**config.mk**
```make
export PLATFORM = sky130hd
export DESIGN_NAME = cam_data_regs
export DESIGN_NICKNAME = d
export VERILOG_FILES = /design/src/rtl/cam_data_regs_pkg.sv /design/src/rtl/cam_data_regs_ctrl.sv /design/src/rtl/cam_data_regs_dp.sv /design/src/rtl/cam_data_regs.sv
export SDC_FILE = /design/constraint.sdc
export NUM_CORES = 1
export LEC_CHECK = 0
export BUFFER_PORTS_ARGS = -buffer_cell sky130_fd_sc_hd__buf_2
export CORE_ASPECT_RATIO = 1.2
export CORE_MARGIN = 4
export CORE_UTILIZATION = 23
export DETAILED_ROUTE_END_ITERATION = 8
export HOLD_SLACK_MARGIN = 0.02
export PLACE_DENSITY = 0.46
export SYNTH_ARGS = -nofsm -noshare
export SYNTH_HDL_FRONTEND = slang
export SYNTH_SLANG_ARGS = --single-unit
```
**constraint.sdc**
```tcl
create_clock -name clk -period 2.2 [get_ports clk]
set_clock_uncertainty 0.15 [all_clocks]
set_input_delay 0.44 -clock clk [delete_from_list [all_inputs] [get_ports clk]]
set_output_delay 0.44 -clock clk [all_outputs]
set_load 0.01 [all_outputs]
```
**src/rtl/cam_data_regs_pkg.sv**
```systemverilog
package cam_data_regs_pkg;

  typedef enum logic [1:0] {
    DEST_NONE = 2'd0,
    DEST_CMP  = 2'd1,
    DEST_MR1  = 2'd2,
    DEST_MR2  = 2'd3
  } dest_e;

  typedef enum logic [1:0] {
    MSEL_OFF  = 2'd0,
    MSEL_MR1  = 2'd1,
    MSEL_MR2  = 2'd2,
    MSEL_OFF2 = 2'd3
  } msel_e;

  typedef struct packed {
    logic  wrCmp;
    logic  wrMr1Fg;
    logic  wrMr1Bg;
    logic  wrMr2;
    logic  shCmp;
    logic  shMr2;
    logic  shLeft;
    logic  useBg;
    msel_e wrMaskSel;
    msel_e cmpMaskSel;
  } strobe_t;

endpackage

```
**src/rtl/cam_data_regs_ctrl.sv**
```systemverilog
module cam_data_regs_ctrl
  import cam_data_regs_pkg::*;
(
  input  logic [1:0] wrDest,
  input  logic [1:0] wrMaskSel,
  input  logic       shiftEn,
  input  logic       shiftTarget,
  input  logic       shiftLeft,
  input  logic       bgSel,
  input  logic [1:0] cmpMaskSel,
  output strobe_t    strb
);

  dest_e dest;
  assign dest = dest_e'(wrDest);

  always_comb begin
    strb            = '0;
    strb.wrCmp      = (dest == DEST_CMP);
    strb.wrMr1Fg    = (dest == DEST_MR1) && !bgSel;
    strb.wrMr1Bg    = (dest == DEST_MR1) && bgSel;
    strb.wrMr2      = (dest == DEST_MR2);
    // a write to the same register wins over a shift
    strb.shCmp      = shiftEn && !shiftTarget && !strb.wrCmp;
    strb.shMr2      = shiftEn && shiftTarget && !strb.wrMr2;
    strb.shLeft     = shiftLeft;
    strb.useBg      = bgSel;
    strb.wrMaskSel  = msel_e'(wrMaskSel);
    strb.cmpMaskSel = msel_e'(cmpMaskSel);
  end

endmodule

```
**src/rtl/cam_data_regs_dp.sv**
```systemverilog
module cam_data_regs_dp
  import cam_data_regs_pkg::*;
#(
  parameter int WIDTH = 16
) (
  input  logic             clk,
  input  logic             rstN,
  input  logic [WIDTH-1:0] wrData,
  input  strobe_t          strb,
  output logic [WIDTH-1:0] comparand,
  output logic [WIDTH-1:0] effMask
);

  localparam logic [WIDTH-1:0] ZERO = '0;

  logic [WIDTH-1:0] cmpQ, mr1FgQ, mr1BgQ, mr2Q;
  logic [WIDTH-1:0] mr1Active, wrMask;
  logic [WIDTH-1:0] cmpShifted, mr2Shifted;

  assign mr1Active = strb.useBg ? mr1BgQ : mr1FgQ;

  function automatic logic [WIDTH-1:0] pickMask(msel_e sel, logic [WIDTH-1:0] m1,
                                                logic [WIDTH-1:0] m2);
    case (sel)
      MSEL_MR1: pickMask = m1;
      MSEL_MR2: pickMask = m2;
      default:  pickMask = ZERO;
    endcase
  endfunction

  function automatic logic [WIDTH-1:0] merge(logic [WIDTH-1:0] oldV, logic [WIDTH-1:0] newV,
                                             logic [WIDTH-1:0] keep);
    merge = (oldV & keep) | (newV & ~keep);
  endfunction

  assign wrMask  = pickMask(strb.wrMaskSel, mr1Active, mr2Q);
  assign effMask = pickMask(strb.cmpMaskSel, mr1Active, mr2Q);

  // one-bit shifters, zero fill, for each shiftable register
  for (genvar g = 0; g < 2; g++) begin : g_shift
    logic [WIDTH-1:0] src, res;
    assign src = (g == 0) ? cmpQ : mr2Q;
    assign res = strb.shLeft ? {src[WIDTH-2:0], 1'b0} : {1'b0, src[WIDTH-1:1]};
  end
  assign cmpShifted = g_shift[0].res;
  assign mr2Shifted = g_shift[1].res;

  always_ff @(posedge clk or negedge rstN) begin
    if (!rstN) begin
      cmpQ   <= '0;
      mr1FgQ <= '0;
      mr1BgQ <= '0;
      mr2Q   <= '0;
    end else begin
      if (strb.wrCmp)      cmpQ <= merge(cmpQ, wrData, wrMask);
      else if (strb.shCmp) cmpQ <= cmpShifted;
      if (strb.wrMr1Fg)    mr1FgQ <= merge(mr1FgQ, wrData, wrMask);
      if (strb.wrMr1Bg)    mr1BgQ <= merge(mr1BgQ, wrData, wrMask);
      if (strb.wrMr2)      mr2Q <= merge(mr2Q, wrData, wrMask);
      else if (strb.shMr2) mr2Q <= mr2Shifted;
    end
  end

  assign comparand = cmpQ;

  a_r4_cmp_left: assert property (@(posedge clk) disable iff (!rstN)
    strb.shCmp && strb.shLeft |=> comparand == ($past(comparand) << 1));
  a_r4_cmp_right: assert property (@(posedge clk) disable iff (!rstN)
    strb.shCmp && !strb.shLeft |=> comparand == ($past(comparand) >> 1));
  a_r5_mr2_left: assert property (@(posedge clk) disable iff (!rstN)
    strb.shMr2 && strb.shLeft |=> mr2Q == ($past(mr2Q) << 1));
  a_r5_mr2_right: assert property (@(posedge clk) disable iff (!rstN)
    strb.shMr2 && !strb.shLeft |=> mr2Q == ($past(mr2Q) >> 1));
  a_r3_keep_protected: assert property (@(posedge clk) disable iff (!rstN)
    strb.wrCmp |=> ((comparand ^ $past(comparand)) & $past(wrMask)) == ZERO);
  a_r6_bg_untouched: assert property (@(posedge clk) disable iff (!rstN)
    strb.wrMr1Fg |=> $stable(mr1BgQ));

endmodule

```
**src/rtl/cam_data_regs.sv**
```systemverilog
module cam_data_regs
  import cam_data_regs_pkg::*;
#(
  parameter int WIDTH = 16
) (
  input  logic             clk,
  input  logic             rstN,
  input  logic [WIDTH-1:0] wrData,
  input  logic [1:0]       wrDest,
  input  logic [1:0]       wrMaskSel,
  input  logic             shiftEn,
  input  logic             shiftTarget,
  input  logic             shiftLeft,
  input  logic             bgSel,
  input  logic [1:0]       cmpMaskSel,
  output logic [WIDTH-1:0] comparand,
  output logic [WIDTH-1:0] effMask
);

  strobe_t strb;

  cam_data_regs_ctrl u_ctrl (
    .wrDest      (wrDest),
    .wrMaskSel   (wrMaskSel),
    .shiftEn     (shiftEn),
    .shiftTarget (shiftTarget),
    .shiftLeft   (shiftLeft),
    .bgSel       (bgSel),
    .cmpMaskSel  (cmpMaskSel),
    .strb        (strb)
  );

  cam_data_regs_dp #(.WIDTH(WIDTH)) u_dp (
    .clk       (clk),
    .rstN      (rstN),
    .wrData    (wrData),
    .strb      (strb),
    .comparand (comparand),
    .effMask   (effMask)
  );

  a_r8_mask_off: assert property (@(posedge clk) disable iff (!rstN)
    (cmpMaskSel == 2'd0 || cmpMaskSel == 2'd3) |-> effMask == '0);

endmodule

```
* Word level (Yosys, flattened, before mapping) *
Index checks and enable logic that the tools add are counted.

word-level totals
  bits of input ports = 28
  output and inout port bits = 32
  word-level logic and storage cells = 42
  register bits = 64

cells by class
  bitwise logic cells = 10
  equality and inequality tests = 7
  mux-type cells = 9
  reduce and logical (&&, ||, !) cells = 12

operators with widths
  kind                                                 number
  2-to-1 mux 16 bit                                    7
  bitwise AND 16 bit                                   5
  bitwise OR 16 bit                                    4
  one-hot mux 16 bit (2 select lines)                  2
  inverter 16 bit                                      1
  equality test 2 bit, second input constant           4
  equality test 2 x 1 -> 1 bit, second input constant  3
  logical AND 1 bit                                    6
  zero test 1 bit                                      4
  nonzero test 2 bit                                   2

* Longest topological paths before layout *
  word-level depth = 6
  gate-level depth with buffers = 9
  depth with buffers taken out = 6

* By module *
From an unflattened synthesis, not the netlist that was laid out.

second synthesis, totals
  cell total of the unflattened synthesis = 476
  area total of the unflattened synthesis = 4478.0 um^2

by module, submodules not included
  module              seq. area each (um^2)  instances  cells each  area each (um^2)
  cam_data_regs_dp    1601.5                 1          463         4365.4
  cam_data_regs_ctrl  0.0                    1          13          112.6

* Worst setup path before layout *
Ideal clock, no wire load.

  path type = input to register
  from = in wrMaskSel[0]
  to = reg (tool-made name)
  setup slack = 0.051 ns
  required time = 1.923 ns
  library setup time = 0.127 ns
  cell stages on the path = 9
  arrival time = 1.872 ns
  buffers on the path = 3
  path through = inv_1 -> ha_1 -> buf_4 -> nor2b_1 -> buf_2 -> buf_4 -> a2bb2oi_2 -> nand2_1 -> mux2_1

RTL lines
  item             line                 RTL
  start, declared  cam_data_regs.sv:10  input logic [1:0] wrMaskSel,

* Worst setup path after layout *
  from = in bgSel
  to = out effMask[7]

between the ends
  word-level cells in the longest chain between the ends = 2

RTL lines
  item                                 line                    RTL
  start, declared                      cam_data_regs.sv:14     input logic bgSel,
  2-to-1 mux 16 bit                    cam_data_regs_dp.sv:20  assign mr1Active = strb.useBg ? mr1BgQ : mr1FgQ;
  one-hot mux 16 bit (2 select lines)  cam_data_regs_dp.sv:24  case (sel)
  end, declared                        cam_data_regs.sv:17     output logic [WIDTH-1:0] effMask

Every way passes these cells.

==> results.cfg <==
[setup_path]
cell_type_of_the_slowest_stage_on_the_worst_timing_path = sky130_fd_sc_hd__a21oi_1
critical_path.max_fanout = 6
worst_path_largest_cell_delay_ns = 0.25
endpoint_kind = output port
critical-path-top-delay-family = buffers and inverters
critical_path_buf_inv_count = 3
critical_path_class = in2out
critical_path.cell_chain = buf_2 -> buf_4 -> mux2i_2 -> nand2b_1 -> a21oi_1 -> buf_2
critical-path-top-cell-by-count = sky130_fd_sc_hd__buf_2
arrival_ns = 1.54
startpoint_type = input pin
worst-endpoint-required_ns = 1.61

[clocking]
cts_inserted_buffers = 9
number_of_h_tree_levels = 3
clock_latency_ns = 0.34
clock_tree_from_tritoncts = yes
clk_pin_slew_worst_paths_ns = 0.05
setup_repair_bufs_after_cts = 0
clock_path_buffers = 2
cts.sinks = 64
clock_tree.root_cell = sky130_fd_sc_hd__clkbuf_16

[finish]
layout_overhead_on_the_synthesized_area_pct = 27.19
drive_gt1_share_pct = 29.56
antenna_cells_inserted = 0
finish.cell_count_without_fillers = 745
final_core_utilization_pct = 29.69
layout.nets = 549

[power]
vdd.ir_drop.worst_mv = 0.3367
internal-power_mw = 3.072
combPwrFrac_pct = 26.4
power_density_nw_per_um2 = 821.8
power.net_switching_mw = 1.362
total_leakage_power_nw = 2.200
net_sw_share_pct = 30.72
power.sequential.fraction_pct = 38.0
clock_power_share_pct = 35.6

[routing]
post_drt_wl_per_cell_um = 18.80
num_vias = 3709
drc = 0
antenna_violating_nets_post_route = 0
first_iter_violations = 213
drt-vias-per-instance = 4.979
drt_pass_1_iters = 4
drt_total_wl_um = 14010

[run_status]
outcome = finished clean

[global_route]
grt_use_met1_pct = 17.68
grtUsageMet2_pct = 22.54
maximum_number_of_pins_on_one_net_before_global_route_repair = 45
antenna_violations_before_repair = 1
gr-max-usage-layer = met2
global_route.usage.total_pct = 13.72
wire_length_of_the_first_global_routing_pass_um = 22380
grt.met3_usage_pct = 2.862
via_count_of_the_first_global_routing_pass = 4083
overflow = 0

[logic_synthesis]
number_of_flops_mapped_to_enable_cells_by_yosys = 0
syn_area_um2 = 4243
ys_warn_count = 0
synth-seq-cells = 64
synth_seq_area_share_pct = 37.75
syn_inst = 440
postSynth.asyncResetShare_pct = 100.0
synth_nets = 472
yosysUniqueCellTypes = 40
yosys_most_used_dff = sky130_fd_sc_hd__dfrtp_1
avgSynthCellArea_um2 = 9.643

[die]
core_area_um2 = 18170
core.rowCount = 54
die_h_um = 156.8
fp.dieArea_um2 = 20690
floorplan.initialDensity_pct = 23.34
num_io_pins = 60
die-width_um = 132.0

[sta]
rsz0062_at_grt = no
setup_viol = 0
worst-slew-pin-transition_ns = 0.4101
achievable-frequency_ghz = 0.4704
drv_slew = 0
finalWorstPathRequiredPeriod_ns = 2.126
timing.hold.ws_ns = 0.2194
hold_violations = 0
slew_headroom_pct = 72.66
final.setup.worst_slack_ns = 0.07393
timing.final.crit_share_pct = 96.64

[run]
max_cap_violations = 0

[placement]
pre_cts_ws_ns = -0.0002565
globalplace.congestion = 0.7802
io_buffer_count = 59
dp.cells = 729
dpl.hpwl_um = 9831

[hold_path]
kind_of_path_behind_the_tightest_hold_check = in2reg
[cells in the mapped netlist, drive strengths merged (9+ instances only)]
| cell | number | area, um^2 |
|---|---|---|
| dfrtp | 64 | 1602 |
| nand2 | 50 | 187.7 |
| mux2 | 48 | 540.5 |
| nor2 | 45 | 168.9 |
| mux2i | 29 | 327.8 |
| nor3 | 28 | 140.1 |
| a22oi | 20 | 155.1 |
| buf | 20 | 117.6 |
| nor3b | 17 | 132.6 |
| a21oi | 16 | 80.08 |
| nand2b | 16 | 102.6 |
| o22ai | 15 | 93.84 |
| a2bb2oi | 14 | 210.2 |
| o21a | 14 | 105.1 |
| clkbuf | 9 | 33.78 |
[final timing paths]
| kind | depth (start not counted) | slack [ns] | endpoint | start |
|---|---|---|---|---|
| max | 6 | 0.07 | effMask[7] | bgSel |
| min | 2 | 0.22 | register | wrData[3] |
| max reg2reg | 4 | 0.51 | register | register |
| min reg2reg | 1 | 0.34 | register | register |
| max in group asynchronous | 3 | 1.13 | asynchronous set/reset pin | rstN |
| min in group asynchronous | 2 | 0.31 | asynchronous set/reset pin | rstN |
[metrics by stage]
stage                     power [mW]    TNS (ns)  instance area [um^2]
final                          4.435           0                  5396
after detailed placement       2.871  -0.0002565                  5057
after global routing           4.682           0                  5396
after floorplan                2.393           0                  4243
after CTS                      4.473           0                  5389
after global placement         2.835           0                  5057
[cell usage in the layout, fill, tap and decap left out, types with 2 or more instances in the layout]
master / count
sky130_fd_sc_hd__mux2i_1: 17
sky130_fd_sc_hd__o21a_1: 14
sky130_fd_sc_hd__mux2_2: 16
sky130_fd_sc_hd__nand2b_1: 15
sky130_fd_sc_hd__inv_1: 5
sky130_fd_sc_hd__o211ai_1: 3
sky130_fd_sc_hd__nor3_1: 28
sky130_fd_sc_hd__buf_12: 10
sky130_fd_sc_hd__nor3b_1: 16
sky130_fd_sc_hd__clkbuf_8: 2
sky130_fd_sc_hd__and2_1: 2
sky130_fd_sc_hd__mux2i_2: 12
sky130_fd_sc_hd__clkbuf_16: 9
sky130_fd_sc_hd__o21ai_1: 2
sky130_fd_sc_hd__buf_2: 59
sky130_fd_sc_hd__o22ai_1: 15
sky130_fd_sc_hd__and3_1: 2
sky130_fd_sc_hd__mux2_1: 32
sky130_fd_sc_hd__dfrtp_1: 64
sky130_fd_sc_hd__nand2_1: 50
sky130_fd_sc_hd__buf_4: 25
sky130_fd_sc_hd__ha_1: 4
sky130_fd_sc_hd__nor2b_1: 4
sky130_fd_sc_hd__a21oi_1: 16
sky130_fd_sc_hd__a2bb2oi_2: 14
sky130_fd_sc_hd__a22oi_1: 19
sky130_fd_sc_hd__nor2_1: 45
sky130_fd_sc_hd__bufinv_16: 2
sky130_fd_sc_hd__o21ai_0: 3
[kinds of logic (layout without fill, tap and decap cells)]
family | count (synthesis) | after routing | share of synthesized area, %
simple gates | 171 | 171 | 19.61
compound gates | 90 | 90 | 16.99
mux | 77 | 77 | 20.47
flops | 64 | 64 | 37.75
buf+inv | 34 | 115 | 4.011
fa+ha+maj | 4 | 4 | 1.180
[worst register-to-register path: cells and delay by family (launching register included)]
family	cells	cell delay (ns)
AO/OA/AOI/OAI	1	0.31
flip-flops	1	0.38
multiplexers	2	0.63
AND/OR/NAND/NOR	1	0.10
[final cells by class]
cell class              count  area (um^2)
well taps                 224        280.3
flip-flops and latches     64         1602
clock inverters             3        65.06
multi-input cells         342         2481
clock buffers              12        256.5
repair buffers             95        693.2
inverters                   5        18.77
fillers                  1876        12780
[repair_timing]
| action | CTS | global route |
|---|---|---|
| hold buffers | 1 | 0 |
| endpoints found under the hold margin | 46 | 0 |
| endpoints found under the setup margin | 0 | 1 |
| gates resized for setup | 0 | 2 |
[power by group through the flow]
stage	Clock [mW]	Sequential, mW	Combinational (mW)
floorplan	0	1.64	0.755
global placement	0	1.69	1.15
detailed placement	0	1.70	1.17
CTS	1.61	1.68	1.18
global route	1.68	1.72	1.29
finish	1.58	1.68	1.17
[routing by layer]
layer	wire [um]	vias to the layer above
met4	392	2
li1	-	1744
met3	485	34
met5	20	-
met1	6509	1839
met2	6601	90
Power figures use the tool's default switching activity.
